## src/rtl/pstc_pkg.sv

```systemverilog
package pstc_pkg;
  localparam int unsigned ST_W = 6;
  typedef logic [ST_W-1:0] pstate_t;

  localparam pstate_t ST_RST_OFF  = 6'd0;
  localparam pstate_t ST_RST_SYNC = 6'd1;
  localparam pstate_t ST_DISABLED = 6'd2;
  localparam pstate_t ST_ENABLED  = 6'd3;

  function automatic logic code_ok(pstate_t c);
    return c <= ST_ENABLED;
  endfunction

  function automatic logic code_clk_on(pstate_t c);
    return (c == ST_RST_SYNC) || (c == ST_ENABLED);
  endfunction

  function automatic logic code_rst_rel(pstate_t c);
    return (c == ST_DISABLED) || (c == ST_ENABLED);
  endfunction
endpackage

```

## src/rtl/pstc_addr_dec.sv

```systemverilog
module pstc_addr_dec #(
  parameter int unsigned N_MOD     = 4,
  parameter int unsigned AW        = 12,
  parameter int unsigned CMD_OFS   = 'h000,
  parameter int unsigned TSTAT_OFS = 'h004,
  parameter int unsigned CTL_BASE  = 'h400,
  parameter int unsigned STAT_BASE = 'h800
) (
  input  logic [AW-1:0]    addr,
  output logic             hit_cmd,
  output logic             hit_tstat,
  output logic [N_MOD-1:0] hit_ctl,
  output logic [N_MOD-1:0] hit_stat
);
  localparam logic [AW-1:0] A_CMD   = AW'(CMD_OFS);
  localparam logic [AW-1:0] A_TSTAT = AW'(TSTAT_OFS);

  assign hit_cmd   = (addr == A_CMD);
  assign hit_tstat = (addr == A_TSTAT);

  for (genvar i = 0; i < N_MOD; i++) begin : g_dec
    localparam logic [AW-1:0] A_CTL  = AW'(CTL_BASE + 4 * i);
    localparam logic [AW-1:0] A_STAT = AW'(STAT_BASE + 4 * i);
    assign hit_ctl[i]  = (addr == A_CTL);
    assign hit_stat[i] = (addr == A_STAT);
  end
endmodule

```

## src/rtl/pstc_slice.sv

```systemverilog
module pstc_slice
  import pstc_pkg::*;
#(
  parameter int unsigned ACK_CYCLES = 4
) (
  input  logic    clk,
  input  logic    rst_n,
  input  logic    ctl_we,
  input  pstate_t wdata,
  input  logic    go,
  input  logic    ack,
  output pstate_t next_st,
  output pstate_t cur_st,
  output logic    pending,
  output logic    clk_en,
  output logic    rst_rel
);
  localparam int unsigned CW = $clog2(ACK_CYCLES + 2);
  localparam logic [CW-1:0] CNT_LOAD = CW'(ACK_CYCLES);

  pstate_t        drive_q;
  logic [CW-1:0]  cnt_q;

  always_ff @(posedge clk) begin
    if (!rst_n) begin
      next_st <= ST_RST_OFF;
      cur_st  <= ST_RST_OFF;
      drive_q <= ST_RST_OFF;
      pending <= 1'b0;
      cnt_q   <= '0;
    end else begin
      if (ctl_we && code_ok(wdata)) next_st <= wdata;
      if (go && (next_st != cur_st)) begin
        drive_q <= next_st;
        pending <= 1'b1;
        cnt_q   <= CNT_LOAD;
      end else if (pending) begin
        if (cnt_q != '0) begin
          cnt_q <= cnt_q - 1'b1;
        end else if (ack) begin
          cur_st  <= drive_q;
          pending <= 1'b0;
        end
      end
    end
  end

  assign clk_en  = code_clk_on(drive_q);
  assign rst_rel = code_rst_rel(drive_q);

  AST_DONE_MATCH: assert property (@(posedge clk) disable iff (!rst_n)
    $fell(pending) |-> (cur_st == drive_q));
  AST_IDLE_STATUS: assert property (@(posedge clk) disable iff (!rst_n)
    (!pending && !go) |=> $stable(cur_st));
  AST_ACK_HOLD: assert property (@(posedge clk) disable iff (!rst_n)
    (pending && !ack) |=> pending);
  AST_IDLE_OUT: assert property (@(posedge clk) disable iff (!rst_n)
    !pending |-> (clk_en == code_clk_on(cur_st)) && (rst_rel == code_rst_rel(cur_st)));
  AST_CODE_LEGAL: assert property (@(posedge clk) disable iff (!rst_n)
    next_st <= ST_ENABLED);
endmodule

```

## src/rtl/pstc_top.sv

```systemverilog
module pstc_top
  import pstc_pkg::*;
#(
  parameter int unsigned N_MOD      = 4,
  parameter int unsigned ACK_CYCLES = 4,
  parameter int unsigned AW         = 12
) (
  input  logic             clk,
  input  logic             rst_n,
  input  logic             reg_we,
  input  logic [AW-1:0]    reg_addr,
  input  logic [ST_W-1:0]  reg_wdata,
  output logic [ST_W-1:0]  reg_rdata,
  input  logic [N_MOD-1:0] gate_ack,
  output logic [N_MOD-1:0] mod_clk_en,
  output logic [N_MOD-1:0] mod_rst_n
);
  logic             hit_cmd, hit_tstat;
  logic [N_MOD-1:0] hit_ctl, hit_stat, pend;
  pstate_t          next_arr [N_MOD];
  pstate_t          cur_arr  [N_MOD];
  logic             busy, go_acc;

  pstc_addr_dec #(.N_MOD(N_MOD), .AW(AW)) u_dec (
    .addr(reg_addr), .hit_cmd(hit_cmd), .hit_tstat(hit_tstat),
    .hit_ctl(hit_ctl), .hit_stat(hit_stat)
  );

  assign busy   = |pend;
  assign go_acc = reg_we && hit_cmd && reg_wdata[0] && !busy;

  for (genvar i = 0; i < N_MOD; i++) begin : g_mod
    pstc_slice #(.ACK_CYCLES(ACK_CYCLES)) u_slice (
      .clk(clk), .rst_n(rst_n),
      .ctl_we(reg_we && hit_ctl[i]), .wdata(reg_wdata),
      .go(go_acc), .ack(gate_ack[i]),
      .next_st(next_arr[i]), .cur_st(cur_arr[i]), .pending(pend[i]),
      .clk_en(mod_clk_en[i]), .rst_rel(mod_rst_n[i])
    );
  end

  always_comb begin
    reg_rdata = '0;
    if (hit_tstat) reg_rdata[0] = busy;
    for (int i = 0; i < N_MOD; i++) begin
      if (hit_ctl[i])  reg_rdata = next_arr[i];
      if (hit_stat[i]) reg_rdata = cur_arr[i];
    end
  end

  AST_GO_WHILE_BUSY: assert property (@(posedge clk) disable iff (!rst_n)
    (busy && reg_we && hit_cmd) |=> ($stable(mod_clk_en) && $stable(mod_rst_n)));
  AST_BUSY_ON_GO: assert property (@(posedge clk) disable iff (!rst_n)
    (!busy && reg_we && hit_cmd && !reg_wdata[0]) |=> !busy);
endmodule

```

## config.mk

```make
export PLATFORM = sky130hd
export DESIGN_NAME = pstc_top
export DESIGN_NICKNAME = d
export VERILOG_FILES = /design/src/rtl/pstc_pkg.sv /design/src/rtl/pstc_addr_dec.sv /design/src/rtl/pstc_slice.sv /design/src/rtl/pstc_top.sv
export SDC_FILE = /design/constraint.sdc
export NUM_CORES = 1
export LEC_CHECK = 0
export ABC_CLOCK_PERIOD_IN_PS = 2200
export BUFFER_PORTS_ARGS = -buffer_cell sky130_fd_sc_hd__buf_2
export CAP_MARGIN = 10
export CORE_MARGIN = 4
export CORE_UTILIZATION = 55
export CTS_BUF_LIST = sky130_fd_sc_hd__clkbuf_16
export CTS_CLUSTER_SIZE = 12
export DETAILED_ROUTE_END_ITERATION = 8
export PLACE_DENSITY = 0.81
export SLEW_MARGIN = 25
export SYNTH_ARGS = -nofsm -noshare
export SYNTH_HDL_FRONTEND = slang
export SYNTH_SLANG_ARGS = --single-unit
```

## constraint.sdc

```tcl
create_clock -name clk -period 2.2 [get_ports clk]
set_input_delay 0.22 -clock clk [delete_from_list [all_inputs] [get_ports clk]]
set_output_delay 0.22 -clock clk [all_outputs]
set_load 0.05 [all_outputs]
```

==> impl_metrics.prom <==
# TYPE chip_impl_metric gauge
chip_impl_metric{name="drt-vias-per-instance",unit=""} 5.72
chip_impl_metric{name="cellLeakagePower",unit="nW"} 2.24
chip_impl_metric{name="place_ws",unit="ps"} 82.4
chip_impl_metric{name="final_layout_size_suffix_gt1_share",unit="%"} 17.0
chip_impl_metric{name="seq_area_frac_synth",unit="%"} 39.2
chip_impl_info{name="synth_top_flop_cell",value="dfxtp_1"} 1
chip_impl_metric{name="drv_cap",unit=""} 0
chip_impl_metric{name="post-route-worst-setup-slack",unit="ps"} 50.6
chip_impl_metric{name="cts-buffers-inserted",unit=""} 9
chip_impl_metric{name="ioPinCount",unit=""} 39
chip_impl_metric{name="fp.dieH",unit="µm"} 98.4
chip_impl_metric{name="place.gp.congestion",unit=""} 0.995
chip_impl_metric{name="synth-compound-area-share",unit="%"} 13.3
chip_impl_info{name="cp_startpoint_kind",value="register"} 1
chip_impl_metric{name="period_share",unit="%"} 97.7
chip_impl_metric{name="power.total",unit="mW"} 3.16
chip_impl_info{name="layout.cells.most_common_list",value="87 x dfxtp_1, 60 x nor2b_1, 57 x mux2i_1"} 1
chip_impl_metric{name="post_synth_fa_ha_maj_area_fraction",unit="%"} 2.23
chip_impl_metric{name="routed_wire_length_per_instance",unit="µm"} 16.6
chip_impl_metric{name="finalWorstPathRequiredPeriod",unit="ps"} 2150
chip_impl_info{name="hold_path_class",value="in2reg"} 1
chip_impl_metric{name="synth_enable_flop_cells",unit=""} 0
chip_impl_metric{name="worstPathMaxFanout",unit=""} 4
chip_impl_metric{name="yosys.area_share.simple",unit="%"} 21.8
chip_impl_metric{name="multiplexer_share_of_the_synthesized_area",unit="%"} 12.7
chip_impl_metric{name="final.setup_skew",unit="ps"} 6.47
chip_impl_metric{name="synthesis.yosys.warnings",unit=""} 0
chip_impl_metric{name="holdBufCountCts",unit=""} 0
chip_impl_metric{name="io_buffers",unit=""} 38
chip_impl_metric{name="timing_hold_violations_final",unit=""} 0
chip_impl_metric{name="worst_pin_slew",unit="ps"} 573
chip_impl_metric{name="setup_viol_count_final",unit=""} 0
chip_impl_metric{name="number_of_rows_in_the_core_area",unit=""} 32
chip_impl_metric{name="half_perimeter_wire_length_after_placement",unit="µm"} 7800
chip_impl_metric{name="timing.slew.headroom",unit="%"} 61.4
chip_impl_metric{name="flow.area_growth_from_synthesis",unit="%"} 15.0
chip_impl_metric{name="die-area",unit="µm²"} 9670
chip_impl_metric{name="synth_fp_nets",unit=""} 513
chip_impl_metric{name="seq_cells_post_synth",unit=""} 88
chip_impl_info{name="grt_setup_unrepaired",value="false"} 1
chip_impl_metric{name="max-vdd-ir-drop",unit="mV"} 0.448
chip_impl_metric{name="clock_sinks",unit=""} 88
chip_impl_metric{name="drtPass1Iterations",unit=""} 5
chip_impl_metric{name="whs",unit="ps"} 205
chip_impl_info{name="final_common_cell",value="dfxtp_1"} 1
chip_impl_metric{name="postSynth.asyncResetShare",unit="%"} 0
chip_impl_metric{name="mapped_cells",unit=""} 480
chip_impl_metric{name="synth_cell_types",unit=""} 43
chip_impl_metric{name="grt_max_degree",unit=""} 42
chip_impl_metric{name="cp.arrival",unit="ps"} 1930
chip_impl_metric{name="placed_cell_area",unit="µm²"} 4880
chip_impl_metric{name="hold_depth",unit=""} 4
chip_impl_info{name="cts_tree",value="built"} 1
chip_impl_metric{name="crit_required",unit="ps"} 1980
chip_impl_metric{name="grt-ovfl-total",unit=""} 0
chip_impl_metric{name="route.detailed.drc",unit=""} 0
chip_impl_metric{name="initialDrtViolationCount",unit=""} 253
chip_impl_metric{name="fmax",unit="MHz"} 465
chip_impl_info{name="critPathKind",value="reg2out"} 1
chip_impl_metric{name="final_antenna_net_count",unit=""} 0
chip_impl_metric{name="post_synth_xor_area_fraction",unit="%"} 6.24
chip_impl_info{name="result_of_the_run",value="completed"} 1
chip_impl_metric{name="final.setup.tns",unit="ps"} 0
chip_impl_metric{name="grtUsageTotal",unit="%"} 22.1
chip_impl_metric{name="cts_max_level",unit=""} 3
chip_impl_metric{name="total_routed_length",unit="µm"} 10500
chip_impl_metric{name="fp.coreArea",unit="µm²"} 7850
chip_impl_metric{name="initial_utilization",unit="%"} 57.2
chip_impl_metric{name="post_cts.repair.setup_buffers",unit=""} 0
chip_impl_metric{name="avgSynthCellArea",unit="µm²"} 9.36
chip_impl_metric{name="vias",unit=""} 3616
chip_impl_metric{name="die_width",unit="µm"} 98.4
chip_impl_metric{name="first_global_vias",unit=""} 3528
chip_impl_metric{name="p_per_area",unit="nW/µm²"} 611
chip_impl_metric{name="timing.final.max_slew_violations",unit=""} 0
chip_impl_metric{name="final_net_count",unit=""} 558
chip_impl_metric{name="grt_pass1_wl",unit="µm"} 17200
chip_impl_metric{name="clock_path_buffers",unit=""} 2
chip_impl_metric{name="antenna_found_initial",unit=""} 0
chip_impl_metric{name="insertion_delay",unit="ps"} 330
chip_impl_metric{name="syn-cell-area",unit="µm²"} 4490
chip_impl_metric{name="cts.clk_slew.worst_paths",unit="ps"} 60
chip_impl_info{name="clock-root-buffer",value="clkbuf_16"} 1
chip_impl_metric{name="final_std_cell_area_no_fill",unit="µm²"} 5160
chip_impl_metric{name="n_antenna_cell",unit=""} 0
chip_impl_metric{name="worstRegToRegCells",unit=""} 6
chip_impl_info{name="synth_top_family_by_area",value="simple AND/OR/NAND/NOR gates"} 1
chip_impl_info{name="cp-end-kind",value="output port"} 1
==> worst max-delay path, stage by stage, from the launching register on <==
cell and delay [ps]:
dfxtp_2 340, or4_4 560, a31oi_1 160, o21ai_1 110
a32o_1 260, buf_6 160
==> state kept, by name (all words and copies together) (netlist names) <==
name and cells:
g_mod.u_slice.cnt_q 12, g_mod.u_slice.cur_st 24, g_mod.u_slice.drive_q 24, g_mod.u_slice.next_st 24
g_mod.u_slice.pending 4
==> cells by family (layout without fill, tap and decap cells) <==
logic type	count (synthesis)	count (layout)
xor+xnor	32	32
simple gates	168	168
fa+ha+maj	8	8
buf+inv	44	94
mux	57	57
compound gates	83	83
flops	88	88
==> cell usage after synthesis, types with 4 or more instances <==
cell,instances,share of area [%]
a211oi_1,4,0.67
a21boi_1,8,1.3
a21boi_0,4,0.67
and3_1,14,2.0
xnor2_1,32,6.2
ha_1,8,2.2
and2_1,9,1.3
buf_4,8,1.3
nand2_1,23,1.9
inv_1,18,1.5
mux2i_1,57,13
o21ai_0,18,2.0
o211ai_4,4,1.9
o22a_1,4,0.78
a21oi_1,20,2.2
nor2b_1,60,8.4
dfxtp_1,88,39
nor4_1,5,0.70
nand3_1,7,0.78
clkbuf_1,16,1.3
nand4_1,11,1.5
nor2_1,21,1.8
a21o_1,5,0.84
o2bb2ai_1,4,0.78
==> area by class of cell <==
cell class | count | area [µm²]
multi-input cells | 348 | 2560
inverters | 18 | 67.6
clock buffers | 9 | 225
repair buffers | 60 | 374
fillers | 642 | 2690
clock inverters | 7 | 48.8
flip-flops and latches | 88 | 1760
well taps | 102 | 128
==> what timing repair did <==
item	CTS	global route
pin swaps	0	1
gates resized for setup	5	0
setup endpoints to repair	1	1
==> power breakdown <==
| part | switching (mW) | internal (mW) | total (mW) |
|---|---|---|---|
| Sequential | 0.00000174 | 1.59 | 1.59 |
| Clock | 0.619 | 0.764 | 1.38 |
| Combinational | 0.101 | 0.0791 | 0.180 |
==> metal layers <==
metal  vias up  share of wire, %  wire length (µm)  GRT usage, %
met3        27               5.4               572          5.43
met5         -                 0                 0             0
met2       125                48              5040          35.9
li1       1761                 -                 -             -
met4         0               2.8               298          8.93
met1      1703                44              4590          28.2
==> worst paths after layout <==
check | slack, ps | from | end
max | 50 | g_mod[1].u_slice.pending$_SDFF_PN0_ | reg_rdata[0]
min | 210 | gate_ack[0] | g_mod[0].u_slice.pending$_SDFF_PN0_
max reg2reg | 200 | g_mod[1].u_slice.pending$_SDFF_PN0_ | g_mod[3].u_slice.drive_q[2]$_SDFFE_PN0P_
min reg2reg | 490 | g_mod[2].u_slice.next_st[5]$_SDFFE_PN0P_ | g_mod[2].u_slice.next_st[5]$_SDFFE_PN0P_
==> through the flow <==
stage | utilization, % | cells
floorplan | - | 480
global placement | 62.1 | 616
detailed placement | 62.1 | 616
CTS | 65.8 | 632
global route | 65.8 | 632
finish | 65.8 | 632
Note: power is estimated with default switching activity, not from simulation.
